**config.mk**
```make
export PLATFORM = sky130hd
export DESIGN_NAME = i2c_target_lvr
export DESIGN_NICKNAME = d
export VERILOG_FILES = /design/src/rtl/i2c_tgt_pkg.sv /design/src/rtl/i2c_tgt_sync.sv /design/src/rtl/i2c_tgt_regs.sv /design/src/rtl/i2c_tgt_ctrl.sv /design/src/rtl/i2c_target_lvr.sv
export SDC_FILE = /design/constraint.sdc
export NUM_CORES = 1
export LEC_CHECK = 0
export ABC_AREA = 1
export BUFFER_PORTS_ARGS = -buffer_cell sky130_fd_sc_hd__buf_2
export CELL_PAD_IN_SITES_DETAIL_PLACEMENT = 1
export CELL_PAD_IN_SITES_GLOBAL_PLACEMENT = 1
export CORE_MARGIN = 2
export CORE_UTILIZATION = 45
export DETAILED_ROUTE_END_ITERATION = 10
export MAX_ROUTING_LAYER = met4
export PLACE_DENSITY_LB_ADDON = 0.1
export SKIP_LAST_GASP = 1
export SLEW_MARGIN = 30
export SYNTH_ARGS = -nofsm -noshare
export SYNTH_HDL_FRONTEND = slang
export SYNTH_HIERARCHICAL = 1
export SYNTH_SLANG_ARGS = --single-unit
```
**constraint.sdc**
```tcl
create_clock -name clk -period 1.67 [get_ports clk]
set_input_delay 0.2505 -clock clk [delete_from_list [all_inputs] [get_ports clk]]
set_output_delay 0.2505 -clock clk [all_outputs]
set_load 0.01 [all_outputs]
```
**src/rtl/i2c_tgt_pkg.sv**
```systemverilog
package i2c_tgt_pkg;

  typedef enum logic [2:0] {
    ST_IDLE,   // standby, waiting for a start
    ST_ADDR,   // receiving the address byte
    ST_AACK,   // driving the address acknowledge
    ST_WR,     // receiving a write byte
    ST_WACK,   // driving a write acknowledge
    ST_RD,     // shifting out a read byte
    ST_RACK,   // sampling the master's acknowledge
    ST_HOLD    // not driving, waiting for stop or start
  } tgt_state_e;

  typedef struct packed {
    logic scl_hi;
    logic scl_rise;
    logic scl_fall;
    logic sda;
    logic start;
    logic stop;
  } bus_ev_t;

endpackage

```
**src/rtl/i2c_tgt_sync.sv**
```systemverilog
module i2c_tgt_sync
  import i2c_tgt_pkg::*;
#(
  parameter int STAGES = 2
) (
  input  logic    clk,
  input  logic    rst,
  input  logic    scl_i,
  input  logic    sda_i,
  output bus_ev_t ev
);

  logic [STAGES-1:0] scl_pipe, sda_pipe;
  logic scl_s, sda_s, scl_q, sda_q;

  always_ff @(posedge clk) begin
    if (rst) begin
      scl_pipe <= '1;
      sda_pipe <= '1;
      scl_q    <= 1'b1;
      sda_q    <= 1'b1;
    end else begin
      scl_pipe <= {scl_pipe[STAGES-2:0], scl_i};
      sda_pipe <= {sda_pipe[STAGES-2:0], sda_i};
      scl_q    <= scl_s;
      sda_q    <= sda_s;
    end
  end

  assign scl_s = scl_pipe[STAGES-1];
  assign sda_s = sda_pipe[STAGES-1];

  always_comb begin
    ev.scl_hi   = scl_s;
    ev.scl_rise = scl_s & ~scl_q;
    ev.scl_fall = ~scl_s & scl_q;
    ev.sda      = sda_s;
    ev.start    = scl_s & scl_q & sda_q & ~sda_s;
    ev.stop     = scl_s & scl_q & ~sda_q & sda_s;
  end

endmodule

```
**src/rtl/i2c_tgt_regs.sv**
```systemverilog
module i2c_tgt_regs #(
  parameter int DEPTH = 16,
  localparam int IDX_W = $clog2(DEPTH)
) (
  input  logic             clk,
  input  logic             we,
  input  logic [IDX_W-1:0] waddr,
  input  logic [7:0]       wdata,
  input  logic [IDX_W-1:0] raddr,
  output logic [7:0]       rdata
);

  logic [7:0] mem [DEPTH];

  always_ff @(posedge clk) begin
    if (we) mem[waddr] <= wdata;
    rdata <= mem[raddr];
  end

endmodule

```
**src/rtl/i2c_tgt_ctrl.sv**
```systemverilog
module i2c_tgt_ctrl
  import i2c_tgt_pkg::*;
#(
  parameter logic [6:0] DEV_ADDR = 7'h50,
  parameter int         IDX_W    = 4
) (
  input  logic             clk,
  input  logic             rst,
  input  logic             lvr_i,
  input  bus_ev_t          ev,
  input  logic [7:0]       rd_data,
  output logic             we,
  output logic [IDX_W-1:0] waddr,
  output logic [7:0]       wdata,
  output logic [IDX_W-1:0] raddr,
  output logic             sda_oe,
  output logic             standby
);

  tgt_state_e state_q;
  logic [2:0] cnt_q;
  logic [7:0] sh_q;
  logic [7:0] ptr_q;
  logic       done_q, rw_q, first_q, mack_q;

  always_ff @(posedge clk) begin
    we <= 1'b0;
    if (rst) begin
      state_q <= ST_IDLE;
      cnt_q   <= '0;
      sh_q    <= '0;
      ptr_q   <= '0;
      done_q  <= 1'b0;
      rw_q    <= 1'b0;
      first_q <= 1'b0;
      mack_q  <= 1'b0;
      sda_oe  <= 1'b0;
      waddr   <= '0;
      wdata   <= '0;
    end else if (lvr_i) begin
      state_q <= ST_IDLE;
      sda_oe  <= 1'b0;
      done_q  <= 1'b0;
    end else if (ev.start) begin
      state_q <= ST_ADDR;
      cnt_q   <= '0;
      done_q  <= 1'b0;
      sda_oe  <= 1'b0;
    end else if (ev.stop) begin
      state_q <= ST_IDLE;
      done_q  <= 1'b0;
      sda_oe  <= 1'b0;
    end else begin
      unique case (state_q)
        ST_ADDR, ST_WR: begin
          if (ev.scl_rise && !done_q) begin
            sh_q  <= {sh_q[6:0], ev.sda};
            cnt_q <= cnt_q + 3'd1;
            if (cnt_q == 3'd7) done_q <= 1'b1;
          end else if (ev.scl_fall && done_q) begin
            done_q <= 1'b0;
            cnt_q  <= '0;
            if (state_q == ST_ADDR) begin
              if (sh_q[7:1] == DEV_ADDR) begin
                state_q <= ST_AACK;
                sda_oe  <= 1'b1;
                rw_q    <= sh_q[0];
              end else begin
                state_q <= ST_IDLE;
              end
            end else begin
              state_q <= ST_WACK;
              sda_oe  <= 1'b1;
              if (first_q) begin
                ptr_q   <= sh_q;
                first_q <= 1'b0;
              end else begin
                we    <= 1'b1;
                waddr <= ptr_q[IDX_W-1:0];
                wdata <= sh_q;
                ptr_q <= ptr_q + 8'd1;
              end
            end
          end
        end
        ST_AACK: begin
          if (ev.scl_fall) begin
            cnt_q <= '0;
            if (rw_q) begin
              state_q <= ST_RD;
              sh_q    <= rd_data;
              sda_oe  <= ~rd_data[7];
            end else begin
              state_q <= ST_WR;
              first_q <= 1'b1;
              sda_oe  <= 1'b0;
            end
          end
        end
        ST_WACK: begin
          if (ev.scl_fall) begin
            state_q <= ST_WR;
            sda_oe  <= 1'b0;
          end
        end
        ST_RD: begin
          if (ev.scl_fall) begin
            if (cnt_q == 3'd7) begin
              state_q <= ST_RACK;
              sda_oe  <= 1'b0;
              ptr_q   <= ptr_q + 8'd1;
            end else begin
              sh_q   <= {sh_q[6:0], 1'b0};
              sda_oe <= ~sh_q[6];
              cnt_q  <= cnt_q + 3'd1;
            end
          end
        end
        ST_RACK: begin
          if (ev.scl_rise) begin
            mack_q <= ~ev.sda;
          end else if (ev.scl_fall) begin
            cnt_q <= '0;
            if (mack_q) begin
              state_q <= ST_RD;
              sh_q    <= rd_data;
              sda_oe  <= ~rd_data[7];
            end else begin
              state_q <= ST_HOLD;
            end
          end
        end
        default: ;
      endcase
    end
  end

  assign raddr   = ptr_q[IDX_W-1:0];
  assign standby = (state_q == ST_IDLE);

  // a low-voltage indication releases the line by the next clock
  p_lvr_release_r9: assert property (@(posedge clk) disable iff (rst)
    lvr_i |=> !sda_oe);

  // nothing is driven while waiting for a start or a stop
  p_quiet_wait_r6: assert property (@(posedge clk) disable iff (rst)
    (state_q == ST_IDLE || state_q == ST_HOLD) |-> !sda_oe);

  // the line is only taken low while the synchronised clock is low
  p_drive_scl_low_r3: assert property (@(posedge clk) disable iff (rst)
    $rose(sda_oe) |-> $past(!ev.scl_hi));

  // a register write coincides with entering the write acknowledge
  p_write_in_ack_r4: assert property (@(posedge clk) disable iff (rst)
    we |-> (state_q == ST_WACK && sda_oe));

endmodule

```
**src/rtl/i2c_target_lvr.sv**
```systemverilog
module i2c_target_lvr
  import i2c_tgt_pkg::*;
#(
  parameter logic [6:0] DEV_ADDR    = 7'h50,
  parameter int         REG_DEPTH   = 16,
  parameter int         SYNC_STAGES = 2,
  localparam int        IDX_W       = $clog2(REG_DEPTH)
) (
  input  logic clk,
  input  logic rst,
  input  logic scl_i,
  input  logic sda_i,
  input  logic lvr_i,
  output logic sda_oe_o,
  output logic standby_o
);

  bus_ev_t          ev;
  logic             we;
  logic [IDX_W-1:0] waddr, raddr;
  logic [7:0]       wdata, rdata;

  i2c_tgt_sync #(.STAGES(SYNC_STAGES)) u_sync (
    .clk   (clk),
    .rst   (rst),
    .scl_i (scl_i),
    .sda_i (sda_i),
    .ev    (ev)
  );

  i2c_tgt_ctrl #(.DEV_ADDR(DEV_ADDR), .IDX_W(IDX_W)) u_ctrl (
    .clk     (clk),
    .rst     (rst),
    .lvr_i   (lvr_i),
    .ev      (ev),
    .rd_data (rdata),
    .we      (we),
    .waddr   (waddr),
    .wdata   (wdata),
    .raddr   (raddr),
    .sda_oe  (sda_oe_o),
    .standby (standby_o)
  );

  i2c_tgt_regs #(.DEPTH(REG_DEPTH)) u_regs (
    .clk   (clk),
    .we    (we),
    .waddr (waddr),
    .wdata (wdata),
    .raddr (raddr),
    .rdata (rdata)
  );

endmodule

```
## Yosys cells after proc, flatten, opt, wreduce, memory -nomap -nowiden

Memories as Yosys holds them, arrays and structs flattened. A register that Yosys moved wholly into a read port is not among the register bits.
Index checks and enable logic that the tools add are counted.

- Word-level logic and storage cells: 169
- Output and inout port bits: 2
- RAM bits: 128
- Bits in registers: 46
- Memories: 1

Memories:

| memory | words | bits a word | rd ports | clocked after memory_dff | write ports | RTL line | RTL |
|---|---|---|---|---|---|---|---|
| u_regs.mem | 16 | 8 | 1 | 1 | 1 | i2c_tgt_regs.sv:13 | `logic [7:0] mem [DEPTH];` |

- Add/sub/neg operators: 2
- Reductions and logical operators: 26
- Bitwise gates (word level): 21
- Muxes and demuxes: 65
- Eq/ne operators: 37

Operators by type and width:

| kind | count |
|---|---|
| 8-bit two-way mux | 14 |
| 3-bit two-way mux | 18 |
| 9-bit AND reduction | 4 |
| 8-bit one-hot mux with 4 select lines | 1 |
| 1-bit two-way mux | 25 |
| 4-bit by 3-bit inequality test with 1-bit output (second input constant) | 6 |
| 2-bit by 1-bit inequality test with 1-bit output (second input constant) | 10 |
| 8-bit one-hot mux with 2 select lines | 1 |
| 8-bit AND reduction | 2 |
| 3-bit one-hot mux with 5 select lines | 1 |
| 1-bit inverter | 14 |
| 3-bit == test (second input constant) | 4 |
| 2-bit inequality test (second input constant) | 6 |
| 3-bit one-hot mux with 4 select lines | 1 |
| 12-bit AND reduction | 1 |
| 10-bit AND reduction | 1 |
| 5-bit nonzero test | 2 |
| 3-bit inequality test (second input constant) | 3 |
| 8-bit by 1-bit adder with 8-bit output (second input constant) | 1 |
| 4-bit inequality test (second input constant) | 2 |
| 8-bit OR reduction | 1 |
| 1-bit bitwise AND | 7 |
| 7-bit == test (second input constant) | 1 |
| 7-bit AND reduction | 1 |
| other kinds (18) | 24 |

## Logic depth before layout (Yosys ltp)

Gate-level depths: netlist of run 1.

- Word-level depth: 8
- Gate-level depth with buffers: 12

## Hierarchy

Netlist of run 1, hierarchy kept.

By module, submodules not included:

| module | cells each | area an instance (um^2) | instances |
|---|---|---|---|
| i2c_tgt_regs | 551 | 5773.0 | 1 |
| i2c_tgt_ctrl | 316 | 2063.2 | 1 |
| i2c_tgt_sync | 26 | 212.7 | 1 |

## Worst setup path before layout of run 1

No wires, ideal clock.

- Path kind: flip-flop to flip-flop
- From: register u_sync.scl_pipe[1]
- To: register u_ctrl.sh_q[4]
- Buffers on the path: 1
- Arrival: 1392 ps
- Stages on the path, launching flop included: 11
- Setup slack: 163 ps
- Required time: 1555 ps
- Clock period less this slack: 1507 ps
- Path through: dfxtp_1 inv_1 nor2_1 nand2_1 nand2_2 nand2_1 nor3_4 buf_6 nand3b_1 nand2_1 nor2_1

RTL lines:

| item | RTL line | RTL |
|---|---|---|
| from (decl) | i2c_tgt_sync.sv:13 | `logic [STAGES-1:0] scl_pipe, sda_pipe;` |
| from (signal assigned) | i2c_tgt_sync.sv:23 | `scl_pipe <= {scl_pipe[STAGES-2:0], scl_i};` |
| to (signal assigned) | i2c_tgt_ctrl.sv:57 | `sh_q <= {sh_q[6:0], ev.sda};` |
| to (signal assigned) | i2c_tgt_ctrl.sv:91 | `sh_q <= rd_data;` |
| to (signal assigned) | i2c_tgt_ctrl.sv:113 | `sh_q <= {sh_q[6:0], 1'b0};` |
| to (decl) | i2c_tgt_ctrl.sv:22 | `logic [7:0] sh_q;` |

==> results of run 1 <==
[what timing repair did]
action | CTS | global route
hold buffers | 2 | 0
pin swaps | 1 | 10
setup endpoints to repair | 29 | 30
gates cloned | 0 | 1
hold endpoints to repair | 2 | 0
resized for setup | 9 | 27
setup buffers | 1 | 5
[final timing paths]
| path | from | end | slack [ns] | cells after the start |
|---|---|---|---|---|
| hold reg to reg | u_sync/scl_pipe[0] | u_sync/scl_pipe[1] | 0.41 | 1 |
| hold / removal | lvr_i | u_ctrl/state_q[0] | 0.09 | 4 |
| setup / recovery | u_sync/scl_q | u_ctrl/sh_q[7] | 0.01 | 10 |
| setup reg to reg | u_sync/scl_q | u_ctrl/sh_q[7] | 0.01 | 10 |
[metrics by stage]
stage	total power (W)	hold slack [ns]	utilization
global route	0.009700	0.1137	0.5442
global placement	0.005041	0.3892	0.4967
finish	0.009441	0.09051	0.5442
detailed placement	0.005052	0.3936	0.4967
CTS	0.009467	0.06905	0.5370
floorplan	0.004963	0.3476	-
[worst max-delay path, stage by stage (launching register included)]
cell	delay (ns)
dfxtp_4	0.37
inv_2	0.04
nor2_4	0.15
inv_2	0.06
nand4_1	0.14
nand2_2	0.12
nor3_4	0.27
buf_12	0.17
nand3b_1	0.08
nand2_1	0.08
nor2_1	0.05
[area by class of cell]
class,count,area [sq um],share of cell area
Tap cell,225,281.5,0.02981
Clock inverter,15,224.0,0.02371
Inverter,137,519.2,0.05497
Clock buffer,17,425.4,0.04504
Multi-Input combinational cell,542,2490,0.2636
Timing Repair Buffer,75,649.4,0.06875
Sequential cell,178,4856,0.5141
[power breakdown]
| part | internal (W) | switching (W) |
|---|---|---|
| logic | 0.000116 | 0.000176 |
| clock network | 0.00268 | 0.00177 |
| registers | 0.00469 | 0.0000167 |
[metal layers]
layer / vias up / routed length (microns) / global-route usage
li1: 2975 / - / -
met1: 3074 / 10250 / 0.3283
met2: 90 / 10950 / 0.4259
met3: 27 / 581 / 0.03569
met4: 0 / 391 / 0.08190
met5: - / 0 / -
[state kept, by name, indices dropped and copies added (netlist names), 2 cells and up]
register	count
u_ctrl/ptr_q	4
u_ctrl/waddr	4
u_sync/scl_pipe	2
u_ctrl/wdata	8
u_ctrl/cnt_q	3
u_sync/sda_pipe	2
u_regs/mem	128
u_ctrl/state_q	3
u_regs/rdata	8
u_ctrl/sh_q	8
==> metrics.md, run 1 <==
| Metric | Value |
|---|---|
| Status | finished, final reports clean |
| Most frequent cells in the layout | nand2_1, inv_1, edfxtp_1 |
| Tightest Pin Transition | 0.6807 ns |
| Total Nets Final | 959 |
| Via count | 6166 |
| Clk buf depth | 2 |
| Wire length per cell | 18.65 microns |
| H-tree depth | 4 |
| WS Path Type | register to register |
| Data arrival, critical path | 1.97 ns |
| Endpoints failing setup | 0 |
| Crit path max fanout | 8 |
| Floorplan row count | 48 |
| Layout cells sized above 1 | 0.1556 |
| IO Count | 7 |
| CP required | 1.99 ns |
| PnR worst setup slack | 0.01274 ns |
| Worst rel slew slack | 0.5462 |
| Max_cap viols | 0 |
| Global-route wire length before repair | 34.64 mm |
| Die Wd | 137.7 microns |
| CP startpoint kind | register |
| Power Density | 999.6 nW/um^2 |
| Area after detailed placement | 8621 sq um |
| FILL cells | 1974 |
| Commonest non-fill, non-tap cell in the layout | nand2_1 |
| CTS Buf Count | 17 |
| Synth Warn # | 6 |
| Area Growth Syn to Fin | 17.46% |
| Placement Setup Slack | -0.1277 ns |
| Total Wirelength | 22.18 mm |
| Pin count of the biggest net entering global routing | 49 |
| N_diodes | 0 |
| Setup TNS | 0 ns |
| DP Cell Count | 1148 |
| Syn_nets | 900 |
| Final slew viol count | 0 |
| Die area | 18960 sq um |
| Worst skew pair latency | 0.43 ns |
| Initial core utilization | 0.4633 |
| # DRC | 0 |
| GRT Util Overall | 0.2571 |
| Post-Synthesis Cells | 892 |
| Mapped Area | 8041 sq um |
| Worst VDD drop | 0.7114 mV |
| Worst-path clk slew | 0.08 ns |
| Worst Hold Class | input pin to register |
| GRT Residual Overflow | 0 |
| Fin cells | 1189 |
| Final ANT Viol Nets | 0 |
| DR vias/cell | 5.186 |
| Initial antenna violation count | 0 |
| CTS Sinks | 178 |
| DP HPWL | 14.88 mm |
| RSZ-0062 raised after global routing | true |
| Final Hold Vio Count | 0 |
| Vias in the first global route | 6446 |
| CTS tree | built |
| DR pass1 iterations | 5 |
| CP Capture Type | register |
| Die height | 137.7 microns |
| Clock root cell | clkbuf_16 |
| Placeable core area | 17360 sq um |
| Avg Inst Size Synth | 9.015 sq um |
| FMAX | 603.4 MHz |
| DR iter-0 viols | 451 |
| Final Skew | 0.01463 ns |
| Period utilisation layout | 0.9924 |
| Leakage power | 4.043 nW |
| GP Congestion | 0.8782 |
| Finished Cell Area | 9445 sq um |
| Port Buffers | 6 |
| Tmin final | 1.657 ns |
Power figures use the tool's default switching activity.
==> inputs of run 2 (changes only) <==
BUFFER_PORTS_ARGS = default   (was -buffer_cell sky130_fd_sc_hd__buf_2)
DONT_BUFFER_PORTS = 1   (was default)
==> metrics.md, run 2 (synthesis gave the netlist of run 1 again) <==
| Metric | Value |
|---|---|
| IO Count | 7 |
| Wire length per cell | 18.38 microns |
| CP required | 2.03 ns |
| GR peak layer | met2 |
| R2R depth | 9 |
| Max_cap viols | 0 |
| Area of the multi-input gates | 2475 sq um |
| GRT Util Overall | 0.2501 |
| Pin count of the biggest net entering global routing | 65 |
| Die Wd | 137.7 microns |
| DR iter-0 viols | 419 |
| GRT Residual Overflow | 0 |
| Total Nets Final | 945 |
| Data arrival, critical path | 1.99 ns |
| Worst skew pair latency | 0.42 ns |
| FMAX | 611.9 MHz |
| Port Buffers | 0 |
| WS Path Type | register to register |
| Sequential cell area | 4856 sq um |
| Via count | 6013 |
| Met2 GRT Util | 0.4013 |
| # DRC | 0 |
| Hold depth | 3 |
| Worst reg2reg setup slack | 0.04 ns |
| CTS Sinks | 178 |
| Vias in the first global route | 6202 |
| Reg-to-Reg End | u_ctrl/sh_q[5] |
| Largest register by flop count | u_regs/mem |
| Commonest non-fill, non-tap cell in the layout | nand2_1 |
| Leakage power | 3.961 nW |
| Floorplan row count | 48 |
| Hold_sp | rst |
| Power Density | 984.6 nW/um^2 |
| CP Capture Type | register |
| H-tree depth | 4 |
| Routing usage on met3 | 0.04194 |
| DR vias/cell | 5.122 |
| Total Wirelength | 21.58 mm |
| Worst Hold Endpoint | u_ctrl/done_q |
| Global-route wire length before repair | 33.95 mm |
| Die area | 18960 sq um |
| CTS Buf Count | 17 |
| Clk buf depth | 2 |
| CTS tree | built |
| Worst Hold Class | input pin to register |
| Tightest Pin Transition | 0.8654 ns |
| Initial core utilization | 0.4633 |
| Crit path max fanout | 7 |
| Status | finished, final reports clean |
| Final ANT Viol Nets | 0 |
| Period utilisation layout | 0.9786 |
| DP HPWL | 14.85 mm |
| Setup TNS | 0 ns |
| Layout cells sized above 1 | 0.1371 |
| Final Skew | 0.007463 ns |
| Final slew viol count | 0 |
| Placeable core area | 17360 sq um |
| DR pass1 iterations | 4 |
| Worst-path clk slew | 0.06 ns |
| GR Layer Usage met1 | 0.3293 |
| Die height | 137.7 microns |
| Final Hold Vio Count | 0 |
| Clock root cell | clkbuf_16 |
| Area Growth Syn to Fin | 15.87% |
| FILL cells | 1991 |
| Endpoints failing setup | 0 |
| Max reg flops | 128 |
| CP startpoint kind | register |
| Most frequent cells in the layout | nand2_1, inv_1, edfxtp_1 |
| Tmin final | 1.634 ns |
| Initial antenna violation count | 0 |
| Worst VDD drop | 0.7085 mV |
| GP Congestion | 0.9069 |
| Worst rel slew slack | 0.4211 |
| Reg-to-reg critical path startpoint | u_ctrl/cnt_q[0] |
| RSZ-0062 raised after global routing | true |
| Total power | 0.009174 W |
[run 2: cell count changes in the layout (fill, tap and decap cells not counted), moves of 3 or more]
| cell | before | now |
|---|---|---|
| inv_6 | 5 | 1 |
| dfxtp_2 | 6 | 9 |
| nand2_1 | 246 | 250 |
| buf_4 | 59 | 48 |
| nand2_2 | 9 | 6 |
| buf_2 | 6 | 0 |
[run 2: critical path, stage by stage (launching register included)]
cell	delay [ns]
dfxtp_2	0.33
ha_1	0.21
ha_2	0.19
inv_1	0.09
nor2_4	0.06
nor3_4	0.24
buf_4	0.16
clkbuf_16	0.13
a21oi_1	0.06
nor2_1	0.11
[run 2: area by class of cell]
| class | count | share of cell area |
|---|---|---|
| Antenna cell | 1 | 0.0002686 |
| Clock buffer | 17 | 0.04566 |
| Clock inverter | 13 | 0.02001 |
| Inverter | 137 | 0.05573 |
| Multi-Input combinational cell | 542 | 0.2656 |
| Sequential cell | 178 | 0.5211 |
| Tap cell | 225 | 0.03021 |
| Timing Repair Buffer | 61 | 0.06137 |
[run 2: worst max path at each step]
stage,end,from,cells after the start
floorplan,u_ctrl/sh_q[4],u_sync/scl_q,10
global placement,u_ctrl/sda_oe,u_sync/scl_q,10
detailed placement,u_ctrl/sh_q[0],u_sync/scl_q,11
CTS,u_ctrl/sh_q[0],u_ctrl/state_q[0],11
global route,u_ctrl/sh_q[3],u_sync/scl_q,10
finish,u_ctrl/sh_q[5],u_ctrl/cnt_q[0],9
[run 2: timing repair]
action | CTS | global route
hold endpoints to repair | 23 | 0
hold buffers | 4 | 0
resized for setup | 5 | 27
cloned | 0 | 1
pin swaps | 1 | 8
endpoints found under the setup margin | 16 | 28
setup buffers | 1 | 6
[run 2: stage by stage]
step                utilization  cell area (sq um)  hold slack (ns)  cells  worst slack, ns
floorplan                     -               8041           0.3476    892           0.1664
global placement         0.4902               8508           0.3241   1131         -0.02055
detailed placement       0.4902               8508           0.3222   1131         -0.07785
CTS                      0.5288               9179          0.03138   1166         0.004498
global route             0.5367               9315          0.06837   1173         -0.09823
finish                   0.5368               9318          0.06010   1174          0.03581
[run 2: report_power, final]
part / total, W / switching (W) / internal (W)
Combinational: 0.000271 / 0.000162 / 0.000109
Clock: 0.00420 / 0.00170 / 0.00250
Sequential: 0.00471 / 0.0000183 / 0.00469
Total: 0.00917 / 0.00188 / 0.00730
[run 2: metal layers]
layer / vias up / routed length, microns
li1: 2949 / -
met1: 2936 / 9854
met2: 107 / 10460
met3: 21 / 942
met4: 0 / 323
met5: - / 0
==> inputs of run 3 (changes only) <==
CTS_BUF_LIST = sky130_fd_sc_hd__clkbuf_16   (was default)
clock period = 2.1 ns   (was 1.67 ns; I/O delays follow)
==> metrics.md, run 3 (synthesis gave the netlist of run 1 again) <==
| Metric | Value |
|---|---|
| Status | finished, final reports clean |
| Total power | 0.007081 W |
| Die area | 18960 sq um |
| Layout cells sized above 1 | 0.08667 |
| Crit path max fanout | 14 |
| Final Skew | 0.01140 ns |
| Initial core utilization | 0.4633 |
| Clk buf depth | 2 |
| Final slew viol count | 0 |
| Final Hold Vio Count | 0 |
| WS Path Type | register to register |
| Worst skew pair latency | 0.43 ns |
| CTS Sinks | 178 |
| CP required | 2.42 ns |
| RSZ-0062 raised after global routing | false |
| GP Congestion | 0.8960 |
| GRT Residual Overflow | 0 |
| Worst Hold Endpoint | u_ctrl/state_q[0] |
| CTS Buf Count | 17 |
| Via count | 5948 |
| Worst rel slew slack | 0.4164 |
| Finished Core Util | 0.5137 |
| Vias in the first global route | 6105 |
| CTS tree | built |
| Sequential cell area | 4846 sq um |
| Total Wirelength | 21.45 mm |
| FMAX | 530.6 MHz |
| GR Layer Usage met1 | 0.3329 |
| DR vias/cell | 5.181 |
| Pin count of the biggest net entering global routing | 33 |
| Power Density | 794.2 nW/um^2 |
| Tmin final | 1.885 ns |
| Max reg flops | 128 |
| Worst reg2reg setup slack | 0.22 ns |
| Reg-to-Reg End | u_ctrl/sh_q[7] |
| DR pass1 iterations | 5 |
| IO Count | 7 |
| Worst VDD drop | 0.5273 mV |
| N_diodes | 0 |
| Area after detailed placement | 8298 sq um |
| CP startpoint kind | register |
| Routing usage on met3 | 0.04084 |
| Global-route wire length before repair | 33.65 mm |
| Area of the multi-input gates | 2421 sq um |
| # resized after CTS | 0 |
| GRT Util Overall | 0.2486 |
| Period utilisation layout | 0.8975 |
| Worst Hold Class | input pin to register |
| Data arrival, critical path | 2.21 ns |
| DR iter-0 viols | 372 |
| FILL cells | 2002 |
| Die height | 137.7 microns |
| Tightest Pin Transition | 0.8726 ns |
| Area Growth Syn to Fin | 10.88% |
| H-tree depth | 4 |
| Largest register by flop count | u_regs/mem |
| Most frequent cells in the layout | nand2_1, inv_1, edfxtp_1 |
| Die Wd | 137.7 microns |
| Leakage power | 3.909 nW |
| Setup TNS | 0 ns |
| DP HPWL | 14.52 mm |
| Floorplan row count | 48 |
| Reg-to-reg critical path startpoint | u_ctrl/state_q[0] |
| Placeable core area | 17360 sq um |
| R2R depth | 10 |
| # DRC | 0 |
| Max_cap viols | 0 |
| Post CTS Setup Buffer Count | 0 |
| Total Nets Final | 918 |
| Worst-path clk slew | 0.07 ns |
| Final ANT Viol Nets | 0 |
| PnR worst setup slack | 0.2152 ns |
| Initial antenna violation count | 0 |
| Hold_buf cts | 3 |
| CP Capture Type | register |
| Clock root cell | clkbuf_16 |
| Port Buffers | 0 |
| Met2 GRT Util | 0.3977 |
| Hold_sp | lvr_i |
| Placement Setup Slack | 0.2096 ns |
| Commonest non-fill, non-tap cell in the layout | nand2_1 |
| Endpoints failing setup | 0 |
| GR peak layer | met2 |
| Hold depth | 3 |
| Finished Cell Area | 8916 sq um |
| Wire length per cell | 18.68 microns |
run 3: changes by cell type in the layout (fill, tap and decap cells not counted), sizes merged:
cell / delta
clkinv: -1
inv: +4
dlygate4sd3: -1
bufinv: -2
buf: -25
diode: -1
run 3: worst max-delay path by stage:
stage,slack (ns),startpoint,depth (start not counted),endpoint
after floorplan,0.60,u_sync/scl_q,10,u_ctrl/sh_q[4]
after detailed placement,0.21,u_ctrl/state_q[0],10,u_ctrl/sh_q[7]
final,0.22,u_ctrl/state_q[0],10,u_ctrl/sh_q[7]
after global placement,0.24,u_ctrl/state_q[0],10,u_ctrl/sh_q[6]
after global routing,0.06,u_ctrl/state_q[0],8,u_ctrl/wdata[7]
after CTS,0.22,u_ctrl/state_q[0],10,u_ctrl/sh_q[7]
run 3: cell type report:
class	count	area share
Inverter	137	0.05796
Tap cell	225	0.03157
Sequential cell	178	0.5435
Timing Repair Buffer	34	0.02947
Clock inverter	14	0.01544
Clock buffer	18	0.05052
Multi-Input combinational cell	542	0.2715
run 3: metal layers:
metal,vias to the layer above,routed length [microns]
met3,21,730
met2,109,10360
li1,2893,-
met5,-,0
met1,2925,10080
met4,0,281
run 3: per-stage QoR:
stage / hold slack [ns] / cells
global route: 0.04039 / 1148
finish: 0.04449 / 1148
floorplan: 0.3832 / 892
CTS: 0.02937 / 1148
global placement: 0.3854 / 1113
detailed placement: 0.3895 / 1113
run 3: power breakdown:
group / switching (W) / internal [W]
registers: 0.0000166 / 0.00373
logic: 0.000114 / 0.0000512
clock network: 0.00135 / 0.00182
total: 0.00148 / 0.00560
run 3: critical path: stages, from the launching register on:
cell      delay, ns
dfxtp_1        0.60
inv_4          0.11
nand2_1        0.16
nor2_1         0.09
nand2_1        0.10
nand2_1        0.11
nor2_2         0.15
buf_4          0.22
nand3b_1       0.10
nand2_1        0.08
nor2_1         0.05
